==> src/rtl/scan_launch_pkg.sv <==
package scan_launch_pkg;

    typedef enum logic [2:0] {
        PH_IDLE   = 3'd0,
        PH_LOAD   = 3'd1,
        PH_LAUNCH = 3'd2,
        PH_CAPT   = 3'd3,
        PH_UNLOAD = 3'd4,
        PH_FIN    = 3'd5
    } phase_e;

    typedef enum logic {
        LAUNCH_BY_CAPTURE = 1'b0,
        LAUNCH_BY_SHIFT   = 1'b1
    } launch_e;

    typedef struct packed {
        phase_e  phase;
        launch_e mode;
        logic    scan_en;
    } seq_state_t;

endpackage

==> src/rtl/scan_cell.sv <==
module scan_cell (
    input  logic clk,
    input  logic rst_n,
    input  logic sel_scan,
    input  logic d_func,
    input  logic d_scan,
    output logic q
);
    logic q_d;
    logic q_q;

    always_comb begin
        q_d = sel_scan ? d_scan : d_func;
    end

    always_ff @(posedge clk) begin
        if (!rst_n) q_q <= 1'b0;
        else        q_q <= q_d;
    end

    assign q = q_q;
endmodule

==> src/rtl/scan_cell_chain.sv <==
module scan_cell_chain #(
    parameter int unsigned LEN = 8
) (
    input  logic           clk,
    input  logic           rst_n,
    input  logic           sel_scan,
    input  logic           ser_in,
    input  logic [LEN-1:0] par_in,
    output logic [LEN-1:0] cells,
    output logic           ser_out
);
    logic [LEN-1:0] link;

    assign link = {cells[LEN-2:0], ser_in};

    for (genvar gi = 0; gi < LEN; gi++) begin : g_cell
        scan_cell u_cell (
            .clk      (clk),
            .rst_n    (rst_n),
            .sel_scan (sel_scan),
            .d_func   (par_in[gi]),
            .d_scan   (link[gi]),
            .q        (cells[gi])
        );
    end

    assign ser_out = cells[LEN-1];
endmodule

==> src/rtl/shift_counter.sv <==
module shift_counter #(
    parameter int unsigned LIMIT = 8,
    localparam int unsigned CW   = (LIMIT > 1) ? $clog2(LIMIT) : 1
) (
    input  logic clk,
    input  logic rst_n,
    input  logic run,
    output logic last
);
    logic [CW-1:0] cnt_d;
    logic [CW-1:0] cnt_q;
    logic          at_end;

    assign at_end = (cnt_q == CW'(LIMIT - 1));

    always_comb begin
        if (!run || at_end) cnt_d = '0;
        else                cnt_d = cnt_q + 1'b1;
    end

    always_ff @(posedge clk) begin
        if (!rst_n) cnt_q <= '0;
        else        cnt_q <= cnt_d;
    end

    assign last = run && at_end;
endmodule

==> src/rtl/launch_seq_fsm.sv <==
module launch_seq_fsm
    import scan_launch_pkg::*;
(
    input  logic clk,
    input  logic rst_n,
    input  logic start,
    input  logic mode_sel,
    input  logic shift_last,
    output logic shift_run,
    output logic scan_en,
    output logic done
);
    seq_state_t st_d;
    seq_state_t st_q;

    always_comb begin
        st_d = st_q;
        unique case (st_q.phase)
            PH_IDLE: begin
                if (start) begin
                    st_d.phase   = PH_LOAD;
                    st_d.mode    = launch_e'(mode_sel);
                    st_d.scan_en = 1'b1;
                end
            end
            PH_LOAD: begin
                if (shift_last) begin
                    st_d.phase   = PH_LAUNCH;
                    st_d.scan_en = (st_q.mode == LAUNCH_BY_SHIFT);
                end
            end
            PH_LAUNCH: begin
                st_d.phase   = PH_CAPT;
                st_d.scan_en = 1'b0;
            end
            PH_CAPT: begin
                st_d.phase   = PH_UNLOAD;
                st_d.scan_en = 1'b1;
            end
            PH_UNLOAD: begin
                if (shift_last) begin
                    st_d.phase   = PH_FIN;
                    st_d.scan_en = 1'b0;
                end
            end
            PH_FIN: begin
                st_d.phase   = PH_IDLE;
                st_d.scan_en = 1'b0;
            end
            default: begin
                st_d.phase   = PH_IDLE;
                st_d.scan_en = 1'b0;
            end
        endcase
    end

    always_ff @(posedge clk) begin
        if (!rst_n) begin
            st_q.phase   <= PH_IDLE;
            st_q.mode    <= LAUNCH_BY_CAPTURE;
            st_q.scan_en <= 1'b0;
        end else begin
            st_q <= st_d;
        end
    end

    assign shift_run = (st_q.phase == PH_LOAD) || (st_q.phase == PH_UNLOAD);
    assign scan_en   = st_q.scan_en;
    assign done      = (st_q.phase == PH_FIN);
endmodule

==> src/rtl/scan_launch_seq.sv <==
module scan_launch_seq #(
    parameter int unsigned CHAIN_LEN = 8
) (
    input  logic                 clk,
    input  logic                 rst_n,
    input  logic                 start,
    input  logic                 mode_sel,
    input  logic                 scan_in,
    input  logic [CHAIN_LEN-1:0] func_in,
    output logic                 scan_out,
    output logic [CHAIN_LEN-1:0] func_out,
    output logic                 scan_en,
    output logic                 done
);
    logic shift_run;
    logic shift_last;
    logic sel_scan;

    launch_seq_fsm u_fsm (
        .clk        (clk),
        .rst_n      (rst_n),
        .start      (start),
        .mode_sel   (mode_sel),
        .shift_last (shift_last),
        .shift_run  (shift_run),
        .scan_en    (sel_scan),
        .done       (done)
    );

    shift_counter #(.LIMIT(CHAIN_LEN)) u_cnt (
        .clk   (clk),
        .rst_n (rst_n),
        .run   (shift_run),
        .last  (shift_last)
    );

    scan_cell_chain #(.LEN(CHAIN_LEN)) u_chain (
        .clk      (clk),
        .rst_n    (rst_n),
        .sel_scan (sel_scan),
        .ser_in   (scan_in),
        .par_in   (func_in),
        .cells    (func_out),
        .ser_out  (scan_out)
    );

    assign scan_en = sel_scan;
endmodule

==> config.mk <==
export PLATFORM = sky130hd
export DESIGN_NAME = scan_launch_seq
export DESIGN_NICKNAME = d
export VERILOG_FILES = /design/src/rtl/scan_launch_pkg.sv /design/src/rtl/scan_cell.sv /design/src/rtl/scan_cell_chain.sv /design/src/rtl/shift_counter.sv /design/src/rtl/launch_seq_fsm.sv /design/src/rtl/scan_launch_seq.sv
export SDC_FILE = /design/constraint.sdc
export NUM_CORES = 1
export LEC_CHECK = 0
export ABC_AREA = 1
export ABC_CLOCK_PERIOD_IN_PS = 2700
export BUFFER_PORTS_ARGS = -buffer_cell sky130_fd_sc_hd__buf_4
export CAP_MARGIN = 10
export CORE_MARGIN = 2
export CORE_UTILIZATION = 51
export CTS_CLUSTER_SIZE = 16
export DETAILED_ROUTE_END_ITERATION = 16
export MAX_ROUTING_LAYER = met4
export PLACE_DENSITY = 0.85
export SLEW_MARGIN = 20
export SYNTH_ARGS = -nofsm -noshare
export SYNTH_HDL_FRONTEND = slang
export SYNTH_HIERARCHICAL = 1
export SYNTH_SLANG_ARGS = --single-unit
==> constraint.sdc <==
create_clock -name clk -period 2.7 [get_ports clk]
set_clock_uncertainty 0.15 [all_clocks]
set_input_delay 0.405 -clock clk [delete_from_list [all_inputs] [get_ports clk]]
set_output_delay 0.405 -clock clk [all_outputs]
set_load 0.02 [all_outputs]
==> metrics, run 1 <==
drt total wl 1410 um; post-route setup TNS 0 ps; Worst Hold Class in -> reg; number of synthesized register bits 16; CP max stage delay 690 ps; gr busiest metal met2; cells along the critical path buf_4; P_leak 0.495 nW; Int Pwr 0.531 mW; PortBufs 23; Max clock buf depth 2; cells after synthesis 104; CTS Buf Count 3; DP Wirelength 1090 um; core area 1320 sq um; Crit Path Class reg -> out; logic gate share of total power about two fifths; Final #Nets 146; I/O pin count 24; Area contributors post-synth dfxtp_1, nand2_1, inv_1; crit path max fanout 18; Post CTS Setup Buffer Count 0; # resized after CTS 0; number of instances in the placed design 141; CP startpoint kind flop; switching part of the total 40.2%; delay-heaviest family, CP flip-flops; fmax around 560 MHz; CTS hold repair buffers 0; initial antenna violation count 0; met2 Use GR 31.3%; DR pass1 iterations 4; slowest library cell on the worst path dfxtp_1; largest net degree at the start of global routing 19; Final Max Slew Viols 0; main flop type after synthesis dfxtp_1; synth cell count leaders nand2_1, inv_1, dfxtp_1; Max-Cap Viols 0; Final Cycle Share roughly two thirds; syn_nets 119; vias in the first global route 606; Die Span Y 42.0 um; first-pass GRT wire length between 2000 and 2500 um; Synth area leader dfxtp_1; register area share after synthesis a little over two fifths; Die W about 42 um; total power density per cell area 930 nW/um^2; antenna cell count 0; clk sinks 16; Mapped Avg Cell Area 7.06 sq um; Crit. End Element output pin; EDFF count, synth 0; Flop pwr share roughly two fifths; synth warn 6; P_sw roughly 0.36 mW; Worst VDD drop 0.600 mV; Multi-input gate area 335 sq um; actual slew at the worst max-slew pin 571 ps; Synth top area share roughly 44%; layout cells sized above 1 31.5%; die area 1760 sq um; met3 Use GR ~7.8%; Post-synth ARST share 0%; H-tree depth 1; initial core utilization roughly 56%; DR vias/cell between 4 and 5; wire per inst 9.72 um; Global Route Usage Sum approximately 18%; # fillers 120; Final ANT Viol Nets 0; RSZ-0062 raised after global routing no; worst skew pair latency 290 ps; RePlAce Congestion 0.844; CTS Root Buffer Type clkbuf_4; Cell Count, Final, Fillers Out around 150; outcome complete, no violations; 1st-iter DRT viols 4; Required @ worst endpoint between 2000 and 2500 ps; worst path arrival time 1220 ps; sequential cell area 320 sq um; # DRC 0; num rows 13; clock share of power 17.6%; Worst Path Buf+Inv 1; Mapped Area 734 sq um; Yosys cell types 14; Clock Pin Slew Worst Setup and Hold Paths 90 ps; M1 GR Usage between 15 and 20%; final core occ 72.5%; Tmin final 1780 ps; final-report hold violation count 0; count leader, synth nand2_1; CTS tree built; DR vias 681; total grt overflow 0; Setup Viol. Count Final 0; Slew headroom between 60% and 70%; layout overhead on the synthesized area 30.0%
[worst min-delay path, delay by kind of cell]
| kind | cells | cell delay (ps) |
|---|---|---|
| simple gates | 2 | 120 |
| buf+inv | 1 | 70 |
[sequential cells by signal, summed over array words and instances (netlist names)]
register / count
u_chain/g_cell.u_cell/q: 8
u_cnt/cnt_q: 3
u_fsm/st_q: 4
u_fsm/scan_en: 1
[cell type report]
type / count / share of cell area (%)
flip-flops and latches: 16 / 33.6
repair buffers: 23 / 18.1
inverters: 19 / 7.47
clock buffers: 4 / 3.80
well taps: 15 / 1.97
multi-input cells: 68 / 35.1
[path summary, 6_finish.rpt]
check                  from                          to  cells past startpoint  slack (ps)
max           u_fsm/scan_en                     scan_en                      1         920
min              func_in[1]  u_chain/g_cell[1].u_cell/q                      3         190
max reg2reg   u_fsm/st_q[2]               u_fsm/st_q[2]                     12        1110
min reg2reg  u_cnt/cnt_q[0]              u_cnt/cnt_q[0]                      1         280
[kinds of logic (layout without fill, tap and decap cells)]
| kind of cell | after synthesis | count (layout) | share of synthesized area (%) |
|---|---|---|---|
| adders and majority gates | 2 | 2 | 3.41 |
| and+or+nand+nor | 63 | 63 | 40.2 |
| AOI/OAI and AO/OA | 3 | 3 | 2.04 |
| DFF | 16 | 16 | 43.6 |
| buffers and inverters | 20 | 46 | 10.7 |
[metal layers]
metal | share of wire [%] | vias up
li1 | - | 363
met1 | 40 | 299
met2 | 53 | 16
met3 | 6.6 | 3
met4 | 0.57 | 0
met5 | 0 | -
[cells in the final DEF (no fill, tap or decap)]
cell type	synthesis	final
nand2_1	25	25
buf_4	1	23
inv_1	18	18
dfxtp_1	16	16
nor2_1	15	15
nor2_2	10	10
nand3_1	9	9
clkbuf_4	0	3
nand3_2	2	2
ha_1	2	2
a21oi_1	2	2
clkbuf_8	0	1
inv_2	1	1
nor3_1	1	1
o21ai_0	1	1
nor3b_2	1	1
[per-stage QoR]
stage | setup WS, ps | instance area (sq um) | total power, mW | hold WS (ps)
after floorplan | 1240 | 734 | 0.618 | 247
after global placement | 1190 | 918 | 0.724 | 257
after detailed placement | 1130 | 918 | 0.740 | 279
after CTS | 912 | 955 | 0.898 | 182
after global routing | 833 | 955 | 0.961 | 183
final | 922 | 955 | 0.888 | 188
[power groups by stage]
stage	Combinational [mW]	Sequential, mW	Clock, mW
finish	0.369	0.362	0.157
global route	0.411	0.376	0.174
CTS	0.372	0.364	0.162
detailed placement	0.371	0.370	0
global placement	0.359	0.365	0
floorplan	0.215	0.403	0
No activity file was read; power rests on OpenSTA's default activity.
==> run 2, diff against run 1 <==
ABC_CLOCK_PERIOD_IN_PS = 1600   (was 2700)
CORE_ASPECT_RATIO = 1.25   (was not set)
CORE_UTILIZATION = 43   (was 51)
PLACE_DENSITY = 0.77   (was 0.85)
clock period = 1.6 ns   (was 2.7 ns; I/O delays follow)
==> metrics, run 2 (synthesis results as in run 1) <==
outcome complete, no violations (unchanged); layout cells sized above 1 41.0% (was 31.5%); wire per inst 9.29 um (was 9.72 um); CP startpoint kind flop (unchanged); worst path arrival time 1110 ps (was 1220 ps); H-tree depth 1 (unchanged); num rows 16 (was 13); commonest non-fill, non-tap cell in the layout buf_4 (was nand2_1); die area 2060 sq um (was 1760 sq um); Worst VDD drop 0.833 mV (was 0.600 mV); Final ANT Viol Nets 0 (unchanged); Cell Count, Final, Fillers Out 152 (was 145); reg-to-reg endpoint u_fsm/st_q[2] (unchanged); largest net degree at the start of global routing 14 (was 19); DR pass1 iterations 3 (was 4); DR vias/cell 4.68 (was 4.70); I/O pin count 24 (unchanged); FF-to-FF setup slack 110 ps (was 1110 ps); Required @ worst endpoint 1210 ps (was 2140 ps); CTS Root Buffer Type clkbuf_4 (unchanged); fmax 666 MHz; delay-heaviest family, CP flip-flops (unchanged); 1st-iter DRT viols 4 (unchanged); DP Wirelength 1020 um (was 1090 um); RePlAce Congestion 0.726 (was 0.844); Worst Path Buf+Inv 2 (was 1); crit path max fanout 8 (was 18); number of instances in the placed design 146 (was 141); Setup Viol. Count Final 0 (unchanged); R2R cell count 12 (unchanged); CTS tree built (unchanged); CTS hold repair buffers 0 (unchanged); Final Max Slew Viols 0 (unchanged); Worst Hold Class in -> reg (unchanged); Hold Path Depth 3 (unchanged); layout overhead on the synthesized area 40.7% (was 30.0%); Crit. End Element output pin (unchanged); Max-Cap Viols 0 (unchanged); Placed Area 937 sq um (was 918 sq um); cells along the critical path inv_2 > nor3_1 > buf_4 (was buf_4); vias in the first global route 601 (was 606); initial antenna violation count 0 (unchanged); CP max stage delay 410 ps (was 690 ps); Final #Nets 150 (was 146); Die Span Y 50.2 um (was 42.0 um); R2R Path Start u_fsm/st_q[2] (unchanged); CTS Buf Count 3 (unchanged); first-pass GRT wire length 2260 um (was 2340 um); core area 1580 sq um (was 1320 sq um); final-report hold violation count 0 (unchanged); clk sinks 16 (unchanged); initial core utilization 46.4% (was 55.7%); PortBufs 23 (unchanged); WHS 19.4 ps (was 188 ps); Final Cycle Share 93.9%; Tmin final roughly 1500 ps; Critical Path Start u_fsm/st_q[4] (was u_fsm/scan_en); Max clock buf depth 2 (unchanged); Global Route Usage Sum 16.2% (was 17.8%); commonest cells after routing, fill and taps aside buf_4, nand2_1, inv_1, nor2_1, dfxtp_1 (was nand2_1, buf_4, inv_1, dfxtp_1, nor2_1); Clock Pin Slew Worst Setup and Hold Paths 100 ps (was 90 ps); P_leak 0.521 nW (was 0.495 nW); design area 1030 sq um (was 955 sq um); worst skew pair latency 290 ps (about the same); Die W 41.0 um (was 42.0 um); max reg flops 8 (unchanged); Min-Delay Startpoint func_in[7] (was func_in[1]); Slew headroom 84.4% (was 61.9%); overall power 1.67 mW (was 0.888 mW); Crit Path Class reg -> out (unchanged); actual slew at the worst max-slew pin 233 ps (was 571 ps); # DRC 0 (unchanged); slowest library cell on the worst path dfxtp_1 (unchanged); drt total wl 1410 um (about the same); total grt overflow 0 (unchanged); total power density per cell area 1620 nW/um^2 (was 930 nW/um^2); antenna cell count 0 (unchanged); DR vias 711 (was 681); hold endpoint u_chain/g_cell[7].u_cell/q (was u_chain/g_cell[1].u_cell/q)
-- run 2: changes by cell type in the layout (fill, tap and decap cells not counted), moves of 2 or more --
cell     before  now
buf_4        23   27
nand2_1      25   21
nand2_2       0    4
dfxtp_1      16   14
inv_1        18   16
nand3_1       9    7
nor2_2       10    8
nor2_4        0    2
-- run 2: per-layer routing --
layer / GRT usage, % / wire, um / part of all wire [%]
met5: - / 0 / 0
met4: 8.33 / 25 / 1.8
met3: 2.65 / 66 / 4.7
met2: 24.7 / 725 / 51
met1: 19.5 / 594 / 42
-- run 2: worst reg2reg max path, cell delays in order (launching register included) --
cell,delay [ps]
dfxtp_4,390
inv_4,60
nor2_4,140
nand2_2,80
nand2_2,70
nand2_1,50
inv_1,60
inv_2,40
nand3_2,70
nand3_4,100
nand2_2,80
nand2_1,50
nor2_1,90
-- run 2: what timing repair did --
action                                  in CTS  in global routing
resized for setup                            0                 15
endpoints found under the setup margin       0                  3
hold endpoints to repair                     0                  0
buffers inserted                             0                  2
-- run 2: report_power, final --
group	leakage (nW)	switching, mW	internal [mW]
sequential	0.133	0.0967	0.509
combinational	0.367	0.441	0.358
clock	0.0210	0.131	0.139
-- run 2: through the flow --
step | utilization [%] | setup TNS [ps] | worst slack, ps
after global routing | 65.3 | -46.2 | -37.3
final | 65.3 | 0 | 98.2
after detailed placement | 59.3 | 0 | 50.1
after CTS | 61.6 | 0 | 30.5
after floorplan | - | 0 | 209
after global placement | 59.3 | 0 | 90.0
-- run 2: cell type report --
class / count / area (sq um)
tap: 18 / 22.5
fill: 142 / 548
sequential: 16 / 325
multi-input combinational: 68 / 373
inverter: 19 / 73.8
timing repair buffer: 27 / 203
clock buffer: 4 / 36.3
-- run 2: worst max path at each step --
stage                          endpoint  slack [ps]  cells past startpoint
after floorplan           u_fsm/scan_en         210                     11
after global placement    u_fsm/st_q[2]          90                     11
after detailed placement  u_fsm/st_q[2]          50                     12
after CTS                 u_fsm/st_q[2]          30                     12
after global routing      u_fsm/st_q[2]         -40                     12
final                              done         100                      3
